File: src/rtl/gpio_irq_pkg.sv
`timescale 1ns/1ps
package gpio_irq_pkg;
    typedef enum logic [2:0] {
        TRIG_FALL = 3'd0,
        TRIG_RISE = 3'd1,
        TRIG_LOW  = 3'd2,
        TRIG_HIGH = 3'd3,
        TRIG_BOTH = 3'd4
    } trig_e;

    // word indices (byte offset / 4)
    localparam int unsigned W_EN    = 0;
    localparam int unsigned W_STAT  = 1;
    localparam int unsigned W_VIEW  = 2;
    localparam int unsigned W_ACK   = 3;
    localparam int unsigned W_MSET  = 4;
    localparam int unsigned W_MCLR  = 5;
    localparam int unsigned W_DOUT  = 6;
    localparam int unsigned W_DIN   = 7;
    localparam int unsigned W_DIR   = 8;
    localparam int unsigned W_MODE0 = 9;
    localparam int unsigned W_MODE1 = 10;
    localparam int unsigned W_SEL   = 14;
    localparam int unsigned W_SRST  = 15;

    localparam int unsigned CODE_W       = 3;
    localparam int unsigned FIELD_STRIDE = 4;
    localparam int unsigned PINS_PER_REG = 8;
endpackage

File: src/rtl/gpio_pin_sync.sv
`timescale 1ns/1ps
module gpio_pin_sync #(
    parameter int unsigned NUM_PINS = 12
) (
    input  logic                clk,
    input  logic                rst_n,
    input  logic [NUM_PINS-1:0] pin_in,
    output logic [NUM_PINS-1:0] cur,
    output logic [NUM_PINS-1:0] prev
);
    typedef struct packed {
        logic [NUM_PINS-1:0] meta;
        logic [NUM_PINS-1:0] stable;
        logic [NUM_PINS-1:0] last;
    } sync_t;

    sync_t sy_d, sy_q;

    always_comb begin
        sy_d        = sy_q;
        sy_d.meta   = pin_in;
        sy_d.stable = sy_q.meta;
        sy_d.last   = sy_q.stable;
    end

    always_ff @(posedge clk or negedge rst_n) begin
        if (!rst_n) sy_q <= '0;
        else        sy_q <= sy_d;
    end

    assign cur  = sy_q.stable;
    assign prev = sy_q.last;
endmodule

File: src/rtl/gpio_irq_detect.sv
`timescale 1ns/1ps
module gpio_irq_detect
    import gpio_irq_pkg::*;
#(
    parameter int unsigned NUM_PINS = 12
) (
    input  logic [NUM_PINS-1:0]             cur,
    input  logic [NUM_PINS-1:0]             prev,
    input  logic [NUM_PINS-1:0][CODE_W-1:0] mode,
    output logic [NUM_PINS-1:0]             hit
);
    for (genvar g = 0; g < NUM_PINS; g++) begin : g_pin
        always_comb begin
            case (trig_e'(mode[g]))
                TRIG_FALL: hit[g] = prev[g] & ~cur[g];
                TRIG_RISE: hit[g] = ~prev[g] & cur[g];
                TRIG_LOW:  hit[g] = ~cur[g];
                TRIG_HIGH: hit[g] = cur[g];
                TRIG_BOTH: hit[g] = prev[g] ^ cur[g];
                default:   hit[g] = 1'b0;
            endcase
        end
    end
endmodule

File: src/rtl/gpio_irq_ctrl.sv
`timescale 1ns/1ps
module gpio_irq_ctrl
    import gpio_irq_pkg::*;
#(
    parameter int unsigned NUM_PINS = 12,
    parameter int unsigned ADDR_W   = 6,
    parameter int unsigned DATA_W   = 32
) (
    input  logic                clk,
    input  logic                rst_n,
    input  logic [ADDR_W-1:0]   bus_addr,
    input  logic                bus_we,
    input  logic [DATA_W-1:0]   bus_wdata,
    output logic [DATA_W-1:0]   bus_rdata,
    input  logic [NUM_PINS-1:0] pin_in,
    output logic [NUM_PINS-1:0] pin_out,
    output logic [NUM_PINS-1:0] pin_oe,
    output logic                irq
);
    localparam int unsigned WORD_W = ADDR_W - 2;

    typedef struct packed {
        logic [NUM_PINS-1:0]             en;
        logic [NUM_PINS-1:0]             stat;
        logic [NUM_PINS-1:0]             mask;
        logic [NUM_PINS-1:0]             dout;
        logic [NUM_PINS-1:0]             dir;
        logic [NUM_PINS-1:0]             sel;
        logic [NUM_PINS-1:0][CODE_W-1:0] mode;
        logic                            srst;
        logic [DATA_W-1:0]               rdata;
    } state_t;

    function automatic state_t reset_state();
        state_t s;
        s      = '0;
        s.mask = '1;
        return s;
    endfunction

    state_t st_d, st_q;

    logic [WORD_W-1:0]   word_idx;
    logic [NUM_PINS-1:0] cur, prev, hit, ack, wbits;
    logic [DATA_W-1:0]   rd_v;
    logic                srst_wr;

    assign word_idx = bus_addr[ADDR_W-1:2];
    assign wbits    = bus_wdata[NUM_PINS-1:0];

    gpio_pin_sync #(.NUM_PINS(NUM_PINS)) u_sync (
        .clk    (clk),
        .rst_n  (rst_n),
        .pin_in (pin_in),
        .cur    (cur),
        .prev   (prev)
    );

    gpio_irq_detect #(.NUM_PINS(NUM_PINS)) u_detect (
        .cur  (cur),
        .prev (prev),
        .mode (st_q.mode),
        .hit  (hit)
    );

    always_comb begin
        st_d    = st_q;
        ack     = '0;
        srst_wr = bus_we && (word_idx == WORD_W'(W_SRST));

        if (bus_we && word_idx == WORD_W'(W_ACK)) ack = wbits;
        st_d.stat = (st_q.stat & ~ack) | (hit & st_q.en);

        if (bus_we) begin
            case (word_idx)
                WORD_W'(W_EN):   st_d.en   = wbits;
                WORD_W'(W_MSET): st_d.mask = st_q.mask | wbits;
                WORD_W'(W_MCLR): st_d.mask = st_q.mask & ~wbits;
                WORD_W'(W_DOUT): st_d.dout = wbits;
                WORD_W'(W_DIR):  st_d.dir  = wbits;
                WORD_W'(W_SEL):  st_d.sel  = wbits;
                WORD_W'(W_MODE0): begin
                    for (int i = 0; i < NUM_PINS; i++)
                        if (i < PINS_PER_REG)
                            st_d.mode[i] = bus_wdata[i*FIELD_STRIDE +: CODE_W];
                end
                WORD_W'(W_MODE1): begin
                    for (int i = 0; i < NUM_PINS; i++)
                        if (i >= PINS_PER_REG)
                            st_d.mode[i] = bus_wdata[(i-PINS_PER_REG)*FIELD_STRIDE +: CODE_W];
                end
                default: ;
            endcase
        end

        // soft reset: a 1 forces defaults, held until a 0 is written
        if (st_q.srst || (srst_wr && bus_wdata[0])) begin
            st_d      = reset_state();
            st_d.srst = !(srst_wr && !bus_wdata[0]);
        end

        rd_v = '0;
        case (word_idx)
            WORD_W'(W_EN):   rd_v = DATA_W'(st_q.en);
            WORD_W'(W_STAT): rd_v = DATA_W'(st_q.stat);
            WORD_W'(W_VIEW): rd_v = DATA_W'(st_q.stat & ~st_q.mask);
            WORD_W'(W_MSET): rd_v = DATA_W'(st_q.mask);
            WORD_W'(W_DOUT): rd_v = DATA_W'(st_q.dout);
            WORD_W'(W_DIN):  rd_v = DATA_W'(cur);
            WORD_W'(W_DIR):  rd_v = DATA_W'(st_q.dir);
            WORD_W'(W_SEL):  rd_v = DATA_W'(st_q.sel);
            WORD_W'(W_SRST): rd_v = DATA_W'(st_q.srst);
            WORD_W'(W_MODE0): begin
                for (int i = 0; i < NUM_PINS; i++)
                    if (i < PINS_PER_REG)
                        rd_v[i*FIELD_STRIDE +: CODE_W] = st_q.mode[i];
            end
            WORD_W'(W_MODE1): begin
                for (int i = 0; i < NUM_PINS; i++)
                    if (i >= PINS_PER_REG)
                        rd_v[(i-PINS_PER_REG)*FIELD_STRIDE +: CODE_W] = st_q.mode[i];
            end
            default: rd_v = '0;
        endcase
        st_d.rdata = rd_v;
    end

    always_ff @(posedge clk or negedge rst_n) begin
        if (!rst_n) st_q <= reset_state();
        else        st_q <= st_d;
    end

    assign bus_rdata = st_q.rdata;
    assign pin_out   = st_q.dout;
    assign pin_oe    = st_q.dir;
    assign irq       = |(st_q.stat & ~st_q.mask);

    logic unused_bits;
    assign unused_bits = ^{bus_addr[1:0], bus_wdata};

    // drive-level word read returns last cycle's register one clock later
    assert_read_latency_R2: assert property (@(posedge clk) disable iff (!rst_n)
        (bus_addr == ADDR_W'(W_DOUT * 4)) |=> (bus_rdata == DATA_W'($past(st_q.dout))));

    // a status bit can only rise on a pin that was enabled
    assert_no_set_when_disabled_R7: assert property (@(posedge clk) disable iff (!rst_n)
        ((st_q.stat & ~$past(st_q.stat) & ~$past(st_q.en)) == '0));

    // ones written to the mask-clear word leave those bits unmasked
    assert_mask_clear_R9: assert property (@(posedge clk) disable iff (!rst_n)
        (bus_we && word_idx == WORD_W'(W_MCLR) && !st_q.srst)
        |=> ((st_q.mask & $past(wbits)) == '0));

    // a request needs a latched status bit behind it
    assert_irq_has_cause_R10: assert property (@(posedge clk) disable iff (!rst_n)
        irq |-> (|st_q.stat));

    // while soft reset is held, configuration sits at defaults
    assert_soft_reset_hold_R11: assert property (@(posedge clk) disable iff (!rst_n)
        st_q.srst |-> (st_q.en == '0 && st_q.stat == '0 && st_q.mask == '1
                       && st_q.dir == '0 && st_q.dout == '0));
endmodule

File: config.mk
export PLATFORM = sky130hd
export DESIGN_NAME = gpio_irq_ctrl
export DESIGN_NICKNAME = d
export VERILOG_FILES = /design/src/rtl/gpio_irq_pkg.sv /design/src/rtl/gpio_pin_sync.sv /design/src/rtl/gpio_irq_detect.sv /design/src/rtl/gpio_irq_ctrl.sv
export SDC_FILE = /design/constraint.sdc
export NUM_CORES = 1
export LEC_CHECK = 0
export ABC_AREA = 1
export BUFFER_PORTS_ARGS = -buffer_cell sky130_fd_sc_hd__buf_2
export CAP_MARGIN = 20
export CORE_MARGIN = 2
export CORE_UTILIZATION = 57
export DETAILED_ROUTE_END_ITERATION = 16
export GPL_ROUTABILITY_DRIVEN = 0
export PLACE_DENSITY = 0.85
export SYNTH_ARGS = -nofsm -noshare
export SYNTH_HDL_FRONTEND = slang
export SYNTH_SLANG_ARGS = --single-unit
export TNS_END_PERCENT = 5
File: constraint.sdc
create_clock -name clk -period 2.99 [get_ports clk]
set_input_delay 0 -clock clk [delete_from_list [all_inputs] [get_ports clk]]
set_output_delay 0 -clock clk [all_outputs]
set_load 0.1 [all_outputs]
==> impl_metrics.ini <==
[setup_path]
crit_path_end = irq
crit_fanout = 2
reg2reg_depth = 5
crit_path_start_kind = register
rrSetupSlack_ns = 1.06
rr_endpoint = st_q[71]$_DFFE_PN0P_
cp.required_ns = 2.99
crit_start = st_q[106]$_DFFE_PN1P_
cp-end-kind = primary output
path_class = register to primary output
crit_arrival_ns = 1.97
r2r_start = st_q[32]$_DFFE_PN0P_

[route]
ant_nets = 0
wl_per_cell_um = 17.2
drtPass1Iterations = 7
wl_um = 22400
viasPerCell = 5.69
drt-initial-drc-count = 776
vias = 7397
drc = 0

[clock_network]
cts-root-buf = clkbuf_16
cts_made_buffers = 17
cts_sinks = 172
cts_max_level = 4
cts_tree = built
cts_resized = 0
postCtsSetupRepairBufs = 0
clockBufferDepth = 2
ctsHoldBuffers = 40
cts.reportedPaths.clkPinSlew_ns = 0.07
clock_latency_ns = 0.44

[sta]
min_period_ns = 1.97
finalSetupViolCount = 0
worst_slew_pin_slew_ns = 1.10
final_max_slew_viol_count = 0
rsz0062_at_grt = false
period_share = 0.660
timing.setup.tns_ns = 0
timing.fmax_ghz = 0.506
clock_skew_ns = 0.00774
holdWs_ns = 0.0932
relSlewSlack = 0.260
hold_violations = 0

[logic_synthesis]
synth-seq-area-share = 0.503
synth.top_cell.area_share = 0.467
avgSynthCellArea_um2 = 8.37
synth_xor_area_frac = 0
ys_ff_latch = 172
synth-simple-area-share = 0.236
synth.distinct_cells = 29
muxShareOfSynthArea = 0
yosysWarnings = 0
synth_compound_area_frac = 0.0979
syn-cell-area_um2 = 8580
synth_top_area_cell = dfrtp_1
synth_top_family_by_area = simple AND/OR/NAND/NOR gates
synth.area.top_cells = dfrtp_1 (47%), nand2_1 (11%), nand3_1 (6.8%), buf_4 (5.5%), inv_1 (4.9%)
synthAdderAreaFrac = 0.0350
netlist_instances = 1025

[floorplanning]
ioPinCount = 110
initial_utilization = 0.586
fp.dieW_um = 127
core_um2 = 14600
chipHeight_um = 127
rows = 44
dieArea_um2 = 16000

[global_route]
grt_max_degree = 76
grt_pass1_vias = 7231
grt-ovfl-total = 0
grt_pass1_wl_um = 36100
grt_use_total = 0.292
antenna_found_initial = 1

[final_layout]
layout_commonest_cell = nand2_1
final_nets = 1178
layout_common_cells = nand2_1 (251), dfrtp_1 (160), nand3_1 (117)
syn_to_final_growth_pct = 13.8
drive_gt1_frac = 0.162

[min_path]
min_path_type = input port to register
min_path_cells = 4

[power_and_ir_drop]
p_sw_mw = 2.75
finalPower_mw = 7.03
swShare = 0.391
seq_power_share = 0.409
p_clk_frac = 0.318
combPwrFrac = 0.273
p_leak_nw = 4.87
ir_drop_mv = 0.588
p_per_area_nw_per_um2 = 721
p_int_mw = 4.29

[placed_design]
io_buffers = 97
hpwl_um = 14800

[status]
status = finished clean

[run]
drv_cap = 0
state kept, by name, indices dropped and copies added, names as in the netlist:
name / flops
st_q: 85
u_sync.sy_d: 12
pin_out: 12
pin_oe: 12
u_sync.cur: 12
u_sync.prev: 12
bus_rdata: 27
logic make-up (layout without fill, tap and decap cells):
family	Yosys count	after routing
AND/OR/NAND/NOR	461	461
adder cells (fa/ha/maj)	24	24
AO/OA/AOI/OAI	157	157
other	1	6
buffers and inverters	210	295
flip-flops	172	172
worst min-delay path by stage:
stage	start	slack [ns]	end
floorplan	rst_n	-0.30	bus_rdata[0]$_DFF_PN0_
detailed placement	rst_n	0.02	u_sync.cur[0]$_DFF_PN0_
global placement	rst_n	0.02	u_sync.prev[3]$_DFF_PN0_
CTS	bus_addr[4]	0.07	bus_rdata[7]$_DFF_PN0_
finish	bus_addr[4]	0.09	bus_rdata[7]$_DFF_PN0_
global route	bus_addr[2]	0.13	st_q[32]$_DFFE_PN0P_
worst max-delay path: stages (launching register included):
cell	delay, ns
dfstp_2	0.54
inv_1	0.06
nand2_1	0.08
nand2_1	0.07
a211oi_1	0.27
nand3b_1	0.18
buf_2	0.33
layer usage:
metal / GRT usage / up-vias / wire length, um
li1: - / 3395 / -
met1: 0.377 / 3490 / 8950
met2: 0.477 / 435 / 10800
met3: 0.0607 / 77 / 1880
met4: 0.138 / 0 / 769
met5: 0 / - / 0
power by group through the flow:
stage	Clock, mW	Sequential, mW	Combinational [mW]
6_report	2.24	2.87	1.92
5_1_grt	2.37	2.91	2.05
4_1_cts	2.26	2.86	1.91
3_5_place_dp	0	2.90	1.86
3_3_place_gp	0	2.89	1.82
2_1_floorplan	0	2.83	1.63
Yosys cell counts (all sizes together):
library cell  number
o22ai             13
a31oi              1
nand4              5
nand3b             3
clkbuf             8
inv              116
dfstp             12
nand3            118
nand2            261
a21oi             13
nor3              10
conb               1
nor2              64
o21ai            117
ha                24
dfrtp            160
a211oi             1
buf               86
o211ai            12
area by class of cell:
cell class | count | area, um2
tap | 184 | 230
antenna | 1 | 2.50
inverter | 116 | 435
clock buffer | 19 | 443
fill | 1148 | 4880
multi-input combinational | 647 | 3200
clock inverter | 13 | 154
sequential | 172 | 4320
timing repair buffer | 147 | 980
through the flow:
step | instances | cell area (um2) | setup WS (ns) | utilization
floorplan | 1029 | 8590 | 1.42 | -
global placement | 1226 | 8760 | 0.970 | 0.598
detailed placement | 1226 | 8760 | 0.878 | 0.598
CTS | 1298 | 9760 | 1.04 | 0.666
global route | 1299 | 9760 | 0.953 | 0.667
finish | 1299 | 9760 | 1.02 | 0.667
(Power assumes the default switching activity.)
